### src/rtl/fwd_pkg.sv
// Shared types of the forwarding unit.
// Assumes register numbers fit in the width chosen by the top parameter.
package fwd_pkg;
    typedef enum logic [2:0] {
        CL_NONE   = 3'd0,
        CL_ALU_RR = 3'd1,
        CL_ALU_RI = 3'd2,
        CL_LOAD   = 3'd3,
        CL_STORE  = 3'd4,
        CL_BRANCH = 3'd5,
        CL_JR     = 3'd6
    } op_class_e;

    localparam logic [1:0] SEL_RF   = 2'b00;
    localparam logic [1:0] SEL_MEM  = 2'b10;
    localparam logic [1:0] SEL_WB   = 2'b01;

    // Does this consumer class read source A?
    function automatic logic reads_a(op_class_e c);
        return (c != CL_NONE) && (c <= CL_JR);
    endfunction

    // Does this consumer class read source B?
    function automatic logic reads_b(op_class_e c);
        return (c == CL_ALU_RR) || (c == CL_STORE) || (c == CL_BRANCH);
    endfunction
endpackage

### src/rtl/fwd_match.sv
// Compares one consumer source field against one in-flight producer.
// Assumes register 0 is hard-wired zero, so it never matches.
module fwd_match #(
    parameter int AW = 5
) (
    input  logic [AW-1:0] src,
    input  logic [AW-1:0] dst,
    input  logic          wen,
    input  logic          vld,
    output logic          hit
);
    // Hit when a live writer targets the same non-zero register.
    always_comb begin
        hit = vld && wen && (dst == src) && (src != '0);
    end
endmodule

### src/rtl/fwd_operand_sel.sv
// Chooses the source of one operand among the file, EX/MEM and MEM/WB.
// EX/MEM is tested first, so the youngest definition wins.
// JR_MODE=1 refuses an EX/MEM load, whose data is not ready yet.
module fwd_operand_sel
    import fwd_pkg::*;
#(
    parameter int AW      = 5,
    parameter bit JR_MODE = 1'b0
) (
    input  logic [AW-1:0] src,
    input  logic [AW-1:0] mem_dst,
    input  logic          mem_wen,
    input  logic          mem_vld,
    input  logic          mem_is_load,
    input  logic [AW-1:0] wb_dst,
    input  logic          wb_wen,
    input  logic          wb_vld,
    output logic [1:0]    sel
);
    logic mem_hit;
    logic wb_hit;
    logic mem_ok;

    fwd_match #(.AW(AW)) u_mem (.src(src), .dst(mem_dst), .wen(mem_wen),
                                .vld(mem_vld), .hit(mem_hit));
    fwd_match #(.AW(AW)) u_wb  (.src(src), .dst(wb_dst), .wen(wb_wen),
                                .vld(wb_vld), .hit(wb_hit));

    generate
        if (JR_MODE) begin : g_jr
            // A load still in MEM cannot feed an ID-stage reader.
            always_comb mem_ok = mem_hit && !mem_is_load;
        end else begin : g_ex
            // Load-use interlock keeps EX/MEM loads off this path.
            logic unused_load;
            always_comb begin
                unused_load = mem_is_load;
                mem_ok      = mem_hit;
            end
        end
    endgenerate

    // Priority pick: nearer stage first, then older stage, then file.
    always_comb begin
        if (mem_ok)      sel = SEL_MEM;
        else if (wb_hit) sel = SEL_WB;
        else             sel = SEL_RF;
    end

    // Guard the encoding and the zero-register rule.
    always_comb begin
        assert_sel_code_R2: assert (sel != 2'b11);
        assert_zero_src_R4: assert (!(src == '0) || (sel == SEL_RF));
    end
endmodule

### src/rtl/fwd_hazard.sv
// Detects dependences that a bypass cannot cover and asks for a stall.
// Covers load-use toward any EX consumer, and writers in EX or loads
// in MEM feeding a jump-register in ID.
module fwd_hazard
    import fwd_pkg::*;
#(
    parameter int AW = 5
) (
    input  logic [AW-1:0] id_src_a,
    input  logic [AW-1:0] id_src_b,
    input  op_class_e     id_class,
    input  logic [AW-1:0] ex_dst,
    input  logic          ex_wen,
    input  logic          ex_vld,
    input  logic          ex_is_load,
    input  logic [AW-1:0] mem_dst,
    input  logic          mem_wen,
    input  logic          mem_vld,
    input  logic          mem_is_load,
    output logic          stall_lu,
    output logic          stall_jr
);
    logic ex_hit_a, ex_hit_b, mem_hit_a;
    logic use_a, use_b, is_jr;

    fwd_match #(.AW(AW)) u_ex_a  (.src(id_src_a), .dst(ex_dst), .wen(ex_wen),
                                  .vld(ex_vld), .hit(ex_hit_a));
    fwd_match #(.AW(AW)) u_ex_b  (.src(id_src_b), .dst(ex_dst), .wen(ex_wen),
                                  .vld(ex_vld), .hit(ex_hit_b));
    fwd_match #(.AW(AW)) u_mem_a (.src(id_src_a), .dst(mem_dst), .wen(mem_wen),
                                  .vld(mem_vld), .hit(mem_hit_a));

    // Decode which operands the ID instruction reads, and where.
    always_comb begin
        use_a = reads_a(id_class);
        use_b = reads_b(id_class);
        is_jr = (id_class == CL_JR);
    end

    // Load-use: the load data is only ready after MEM.
    always_comb begin
        stall_lu = ex_is_load && ((use_a && ex_hit_a) || (use_b && ex_hit_b));
    end

    // Jump-register reads in ID: any EX writer or MEM load is too late.
    always_comb begin
        stall_jr = is_jr && (ex_hit_a || (mem_hit_a && mem_is_load));
    end

    // An idle EX stage never blocks a non-jump consumer.
    always_comb begin
        assert_idle_ex_R5: assert (ex_vld || !stall_lu);
        assert_alu_no_stall_R8: assert (ex_is_load || !stall_lu);
    end
endmodule

### src/rtl/priority_fwd_unit.sv
// Top of the operand forwarding unit for a five-stage in-order pipeline.
// Produces two EX operand selects, one ID jump-register select and a
// stall flag. Purely combinational; assumes the pipeline holds ID and
// injects a bubble into EX while stall is high.
module priority_fwd_unit
    import fwd_pkg::*;
#(
    parameter int AW = 5
) (
    input  logic [AW-1:0] ex_src_a,
    input  logic [AW-1:0] ex_src_b,
    input  logic [AW-1:0] id_src_a,
    input  logic [AW-1:0] id_src_b,
    input  logic [2:0]    id_class,
    input  logic [AW-1:0] ex_dst,
    input  logic          ex_wen,
    input  logic          ex_vld,
    input  logic          ex_is_load,
    input  logic [AW-1:0] mem_dst,
    input  logic          mem_wen,
    input  logic          mem_vld,
    input  logic          mem_is_load,
    input  logic [AW-1:0] wb_dst,
    input  logic          wb_wen,
    input  logic          wb_vld,
    output logic [1:0]    sel_a,
    output logic [1:0]    sel_b,
    output logic [1:0]    jr_sel,
    output logic          stall
);
    localparam int NSRC = 2;

    op_class_e          cls;
    logic [AW-1:0]      ex_src [NSRC];
    logic [1:0]         ex_sel [NSRC];
    logic [1:0]         jr_raw;
    logic               stall_lu, stall_jr;

    // Gather the EX sources and type the class code.
    always_comb begin
        cls       = op_class_e'(id_class);
        ex_src[0] = ex_src_a;
        ex_src[1] = ex_src_b;
    end

    generate
        for (genvar i = 0; i < NSRC; i++) begin : g_op
            fwd_operand_sel #(.AW(AW), .JR_MODE(1'b0)) u_sel (
                .src(ex_src[i]), .mem_dst(mem_dst), .mem_wen(mem_wen),
                .mem_vld(mem_vld), .mem_is_load(mem_is_load),
                .wb_dst(wb_dst), .wb_wen(wb_wen), .wb_vld(wb_vld),
                .sel(ex_sel[i]));
        end
    endgenerate

    fwd_operand_sel #(.AW(AW), .JR_MODE(1'b1)) u_jr_sel (
        .src(id_src_a), .mem_dst(mem_dst), .mem_wen(mem_wen),
        .mem_vld(mem_vld), .mem_is_load(mem_is_load),
        .wb_dst(wb_dst), .wb_wen(wb_wen), .wb_vld(wb_vld),
        .sel(jr_raw));

    fwd_hazard #(.AW(AW)) u_haz (
        .id_src_a(id_src_a), .id_src_b(id_src_b), .id_class(cls),
        .ex_dst(ex_dst), .ex_wen(ex_wen), .ex_vld(ex_vld),
        .ex_is_load(ex_is_load), .mem_dst(mem_dst), .mem_wen(mem_wen),
        .mem_vld(mem_vld), .mem_is_load(mem_is_load),
        .stall_lu(stall_lu), .stall_jr(stall_jr));

    // Drive the outputs; the jump select is live only for jump-register.
    always_comb begin
        sel_a  = ex_sel[0];
        sel_b  = ex_sel[1];
        jr_sel = (cls == CL_JR) ? jr_raw : SEL_RF;
        stall  = stall_lu || stall_jr;
    end

    // Cross-check the selector and the hazard detector.
    always_comb begin
        assert_jr_load_R9: assert (!((cls == CL_JR) && mem_vld && mem_wen &&
            mem_is_load && (mem_dst == id_src_a) && (id_src_a != '0)) || stall);
        assert_jr_idle_R10: assert ((cls == CL_JR) || (jr_sel == SEL_RF));
    end
endmodule

### config.mk
export PLATFORM = sky130hd
export DESIGN_NAME = priority_fwd_unit
export DESIGN_NICKNAME = d
export VERILOG_FILES = /design/src/rtl/fwd_pkg.sv /design/src/rtl/fwd_match.sv /design/src/rtl/fwd_operand_sel.sv /design/src/rtl/fwd_hazard.sv /design/src/rtl/priority_fwd_unit.sv
export SDC_FILE = /design/constraint.sdc
export NUM_CORES = 1
export LEC_CHECK = 0
export BUFFER_PORTS_ARGS = -buffer_cell sky130_fd_sc_hd__buf_2
export CORE_UTILIZATION = 46
export DETAILED_ROUTE_END_ITERATION = 7
export GPL_ROUTABILITY_DRIVEN = 0
export PLACE_DENSITY = 0.94
export SETUP_SLACK_MARGIN = 0.3
export SLEW_MARGIN = 10
export SYNTH_ARGS = -nofsm -noshare
export SYNTH_HDL_FRONTEND = slang
export SYNTH_HIERARCHICAL = 1
export SYNTH_SLANG_ARGS = --single-unit
### constraint.sdc
create_clock -name vclk -period 1.8
set_clock_uncertainty 0.2 [all_clocks]
set_input_delay 0.36 -clock vclk [all_inputs]
set_output_delay 0.36 -clock vclk [all_outputs]
set_load 0.05 [all_outputs]
==> run summary, run 1 <==
DP Worst Slack: -0.461 ns
Syn Area/Cell: 7.71 µm²
yosys warns: 6
Rows: 15
outcome: aborted with a tool error
Yosys top cell area share: 37.5%
starting density of the core: 48.7%
Port Buffers: 53
Detailed Place HPWL: 2420 µm
top-level I/O count: 53
list of most frequent post-synthesis cells: xnor2_1, inv_1, nand3_1
sequential fraction of the synthesis area: 0%
Area contributors post-synth: xnor2_1, nor3b_2, o2111ai_1
largest net degree at the start of global routing: 9
most numerous cell in the Yosys netlist: xnor2_1
kind of the worst endpoint: primary output
GR repair worst EP: jr_sel[0]
Die H: 44.8 µm
Post-Syn Nets: 155
hold_buf cts: 0
Error: [ERROR DPL-0038] Utilization greater than 100%, impossible to legalize
synth unique cells: 17
Failed at: 5_1_grt
placed cell areas: 1270 µm²
area leader, netlist: xnor2_1
Mapped Area: 841 µm²
Syn Inst Count: 109
die width: 44.8 µm
## logic make-up after synthesis
kind of cell           synth area share, %
buffers and inverters                 7.14
AO/OA/AOI/OAI                         16.4
XOR/XNOR                              37.5
AND/OR/NAND/NOR                       39.0
## metrics by stage
| step | hold slack, ns | std cells |
|---|---|---|
| after global placement | 1.03 | 201 |
| after detailed placement | 1.04 | 201 |
| after floorplan | 0.759 | 109 |
| after CTS | 0.991 | 202 |
## what timing repair did
| item | CTS |
|---|---|
| setup buffers | 1 |
| setup endpoints to repair | 7 |
| resized for setup | 64 |
| pin swaps | 28 |
==> run 2: changes to the inputs <==
--- a/config.mk
+++ b/config.mk
@@ -6,11 +6,11 @@
 export NUM_CORES = 1
 export LEC_CHECK = 0
 export BUFFER_PORTS_ARGS = -buffer_cell sky130_fd_sc_hd__buf_2
-export CORE_UTILIZATION = 46
+export CORE_AREA = 2 2 63 65
 export DETAILED_ROUTE_END_ITERATION = 7
+export DIE_AREA = 0 0 65 67
 export GPL_ROUTABILITY_DRIVEN = 0
-export PLACE_DENSITY = 0.94
-export SETUP_SLACK_MARGIN = 0.3
+export PLACE_DENSITY_LB_ADDON = 0.15
 export SLEW_MARGIN = 10
 export SYNTH_ARGS = -nofsm -noshare
 export SYNTH_HDL_FRONTEND = slang
==> run 2 against run 1 <==
Net effect:
- the flow now finishes, with violations (setup timing)
- area after synthesis did not move
- synthesized cell count did not move
==> run summary, run 2 <==
die width: 65 µm (+45%)
multi-input logic area: 1090 µm²
HP Class: in -> out
kind of critical path: in -> out
share of cells above drive strength 1: 68.0%
starting density of the core: 23.3% (-25 points)
Max-Cap Viols: 0
Syn Area/Cell: 7.71 µm² (unchanged)
actual slew at the worst max-slew pin: 0.250 ns
Routed Antenna Nets: 0
final net count: 223
Slew headroom: 83.3%
Flop pwr share: 0%
P_sw: 0.179 mW
# clk buffers: 0
Crit Path Max Fanout: 8
first-pass GRT wire length: 4530 µm
placed cell areas: 1270 µm² (about the same)
Area contributors post-synth: xnor2_1, nor3b_2, o2111ai_1
Net Sw Frac: 47.7%
hold path depth: 3
hold wc startpoint: id_class[0]
All-Layer GR Usage: 12.8%
DR iter-0 viols: 44
Port Buffers: 53 (unchanged)
RSZ-0062 raised after global routing: yes
# fillers: 349
Die H: 67 µm (+50%)
CP Capture Type: output port
routed length per instance: 14.3 µm
Final Setup Violations: 7
Detailed Place HPWL: 2410 µm (-0.41%)
average vias per placed instance: 4.78
Max rail drop VDD: 0.0861 mV
Min Clock Period, post-route: 2.16 ns
Pwr Density: 215 nW/µm²
top-level I/O count: 53 (unchanged)
Vias: 1065
Rows: 22 (+7)
Core Footprint: 3610 µm²
commonest non-fill, non-tap cell in the layout: buf_2
hold slack final: 1.00 ns
Mapped Area: 841 µm² (unchanged)
Combinational Power Share: 100.0%
CP Data Required Time: 1.24 ns
Cells after DPL: 222 (+10%)
Slew Viols, Final: 0
Synth-to-Final Area Change: 107%
fin area: 1740 µm²
Post-Syn Nets: 155 (unchanged)
Post-route DRC: 0
failing checks: setup timing
total power: 0.375 mW
most numerous cell in the Yosys netlist: xnor2_1
area leader, netlist: xnor2_1
largest net degree at the start of global routing: 9
DR pass1 iterations: 4
Reg area: 0 µm²
Worst EP arrival: 1.60 ns
worst setup margin: -0.358 ns
yosys warns: 6 (unchanged)
Final period util: 120%
leak pwr: 0.675 nW
initial antenna violation count: 0
GRT overflow: 0
outcome: complete, but fails checks
Yosys top cell area share: 37.5% (unchanged)
setup TNS: -1.80 ns
sequential fraction of the synthesis area: 0% (unchanged)
final wirelength: 3180 µm
Non-Filler Instances: 223
sequential cell count: 0
Syn Inst Count: 109 (unchanged)
Die Area: 4360 µm²
Internal: 0.196 mW
clock power share: 0%
Fin. Hold Viols: 0
vias in the first global route: 1012
Critical Path Source: id_src_a[0]
list of most frequent post-synthesis cells: xnor2_1, inv_1, nand3_1
Antenna Diode Count: 0
most frequent cells in the layout: buf_2, xnor2_1, xnor2_2
synth unique cells: 17 (unchanged)
Worst setup SP type: primary input
Fmax: 463 MHz
-- run 2: power by group through the flow --
stage | Combinational (mW) | Clock [mW] | Sequential, mW
after floorplan | 0.119 | 0 | 0
after global placement | 0.257 | 0 | 0
after detailed placement | 0.262 | 0 | 0
after CTS | 0.314 | 0 | 0
after global routing | 0.400 | 0 | 0
final | 0.375 | 0 | 0
-- run 2: stage by stage --
stage                     setup slack, ns  utilization (%)
after global placement             -0.469             35.1
after global routing               -0.403             48.3
after floorplan                    -0.123                -
after CTS                          -0.354             42.0
after detailed placement           -0.468             35.1
final                              -0.358             48.3
-- run 2: final timing paths --
path                    end
setup / recovery      stall
hold / removal    jr_sel[0]
-- run 2: cell type report --
class | instances | area share (%)
well taps | 48 | 3.45
repair buffers | 69 | 31.5
inverters | 10 | 2.16
multi-input cells | 96 | 62.9
-- run 2: per-layer routing --
layer  up-vias  wire (µm)  GRT usage [%]
met4         0         55           2.39
met2        43       1620           24.6
li1        535          -              -
met3         4        183           1.18
met1       483       1330           15.4
met5         -          0              0
-- run 2: cell families after synthesis --
| logic type | after synthesis | share of synthesized area, % |
|---|---|---|
| AO/OA/AOI/OAI | 20 | 16.4 |
| XOR/XNOR | 36 | 37.5 |
| buffers and inverters | 13 | 7.14 |
| AND/OR/NAND/NOR | 40 | 39.0 |
-- run 2: critical path, cell delays in order --
cell and delay, ns:
buf_12 0.12, nor4_2 0.28, o21ai_1 0.08, nor3b_2 0.16, a21oi_1 0.15, nor3_2 0.05
or2_4 0.25, buf_8 0.15
-- run 2: repair_timing --
item	in CTS	in global routing
hold buffers	0	0
resized for setup	56	43
pin swaps	21	19
endpoints found under the setup margin	7	7
setup buffers	2	0
(Power assumes the default switching activity.)
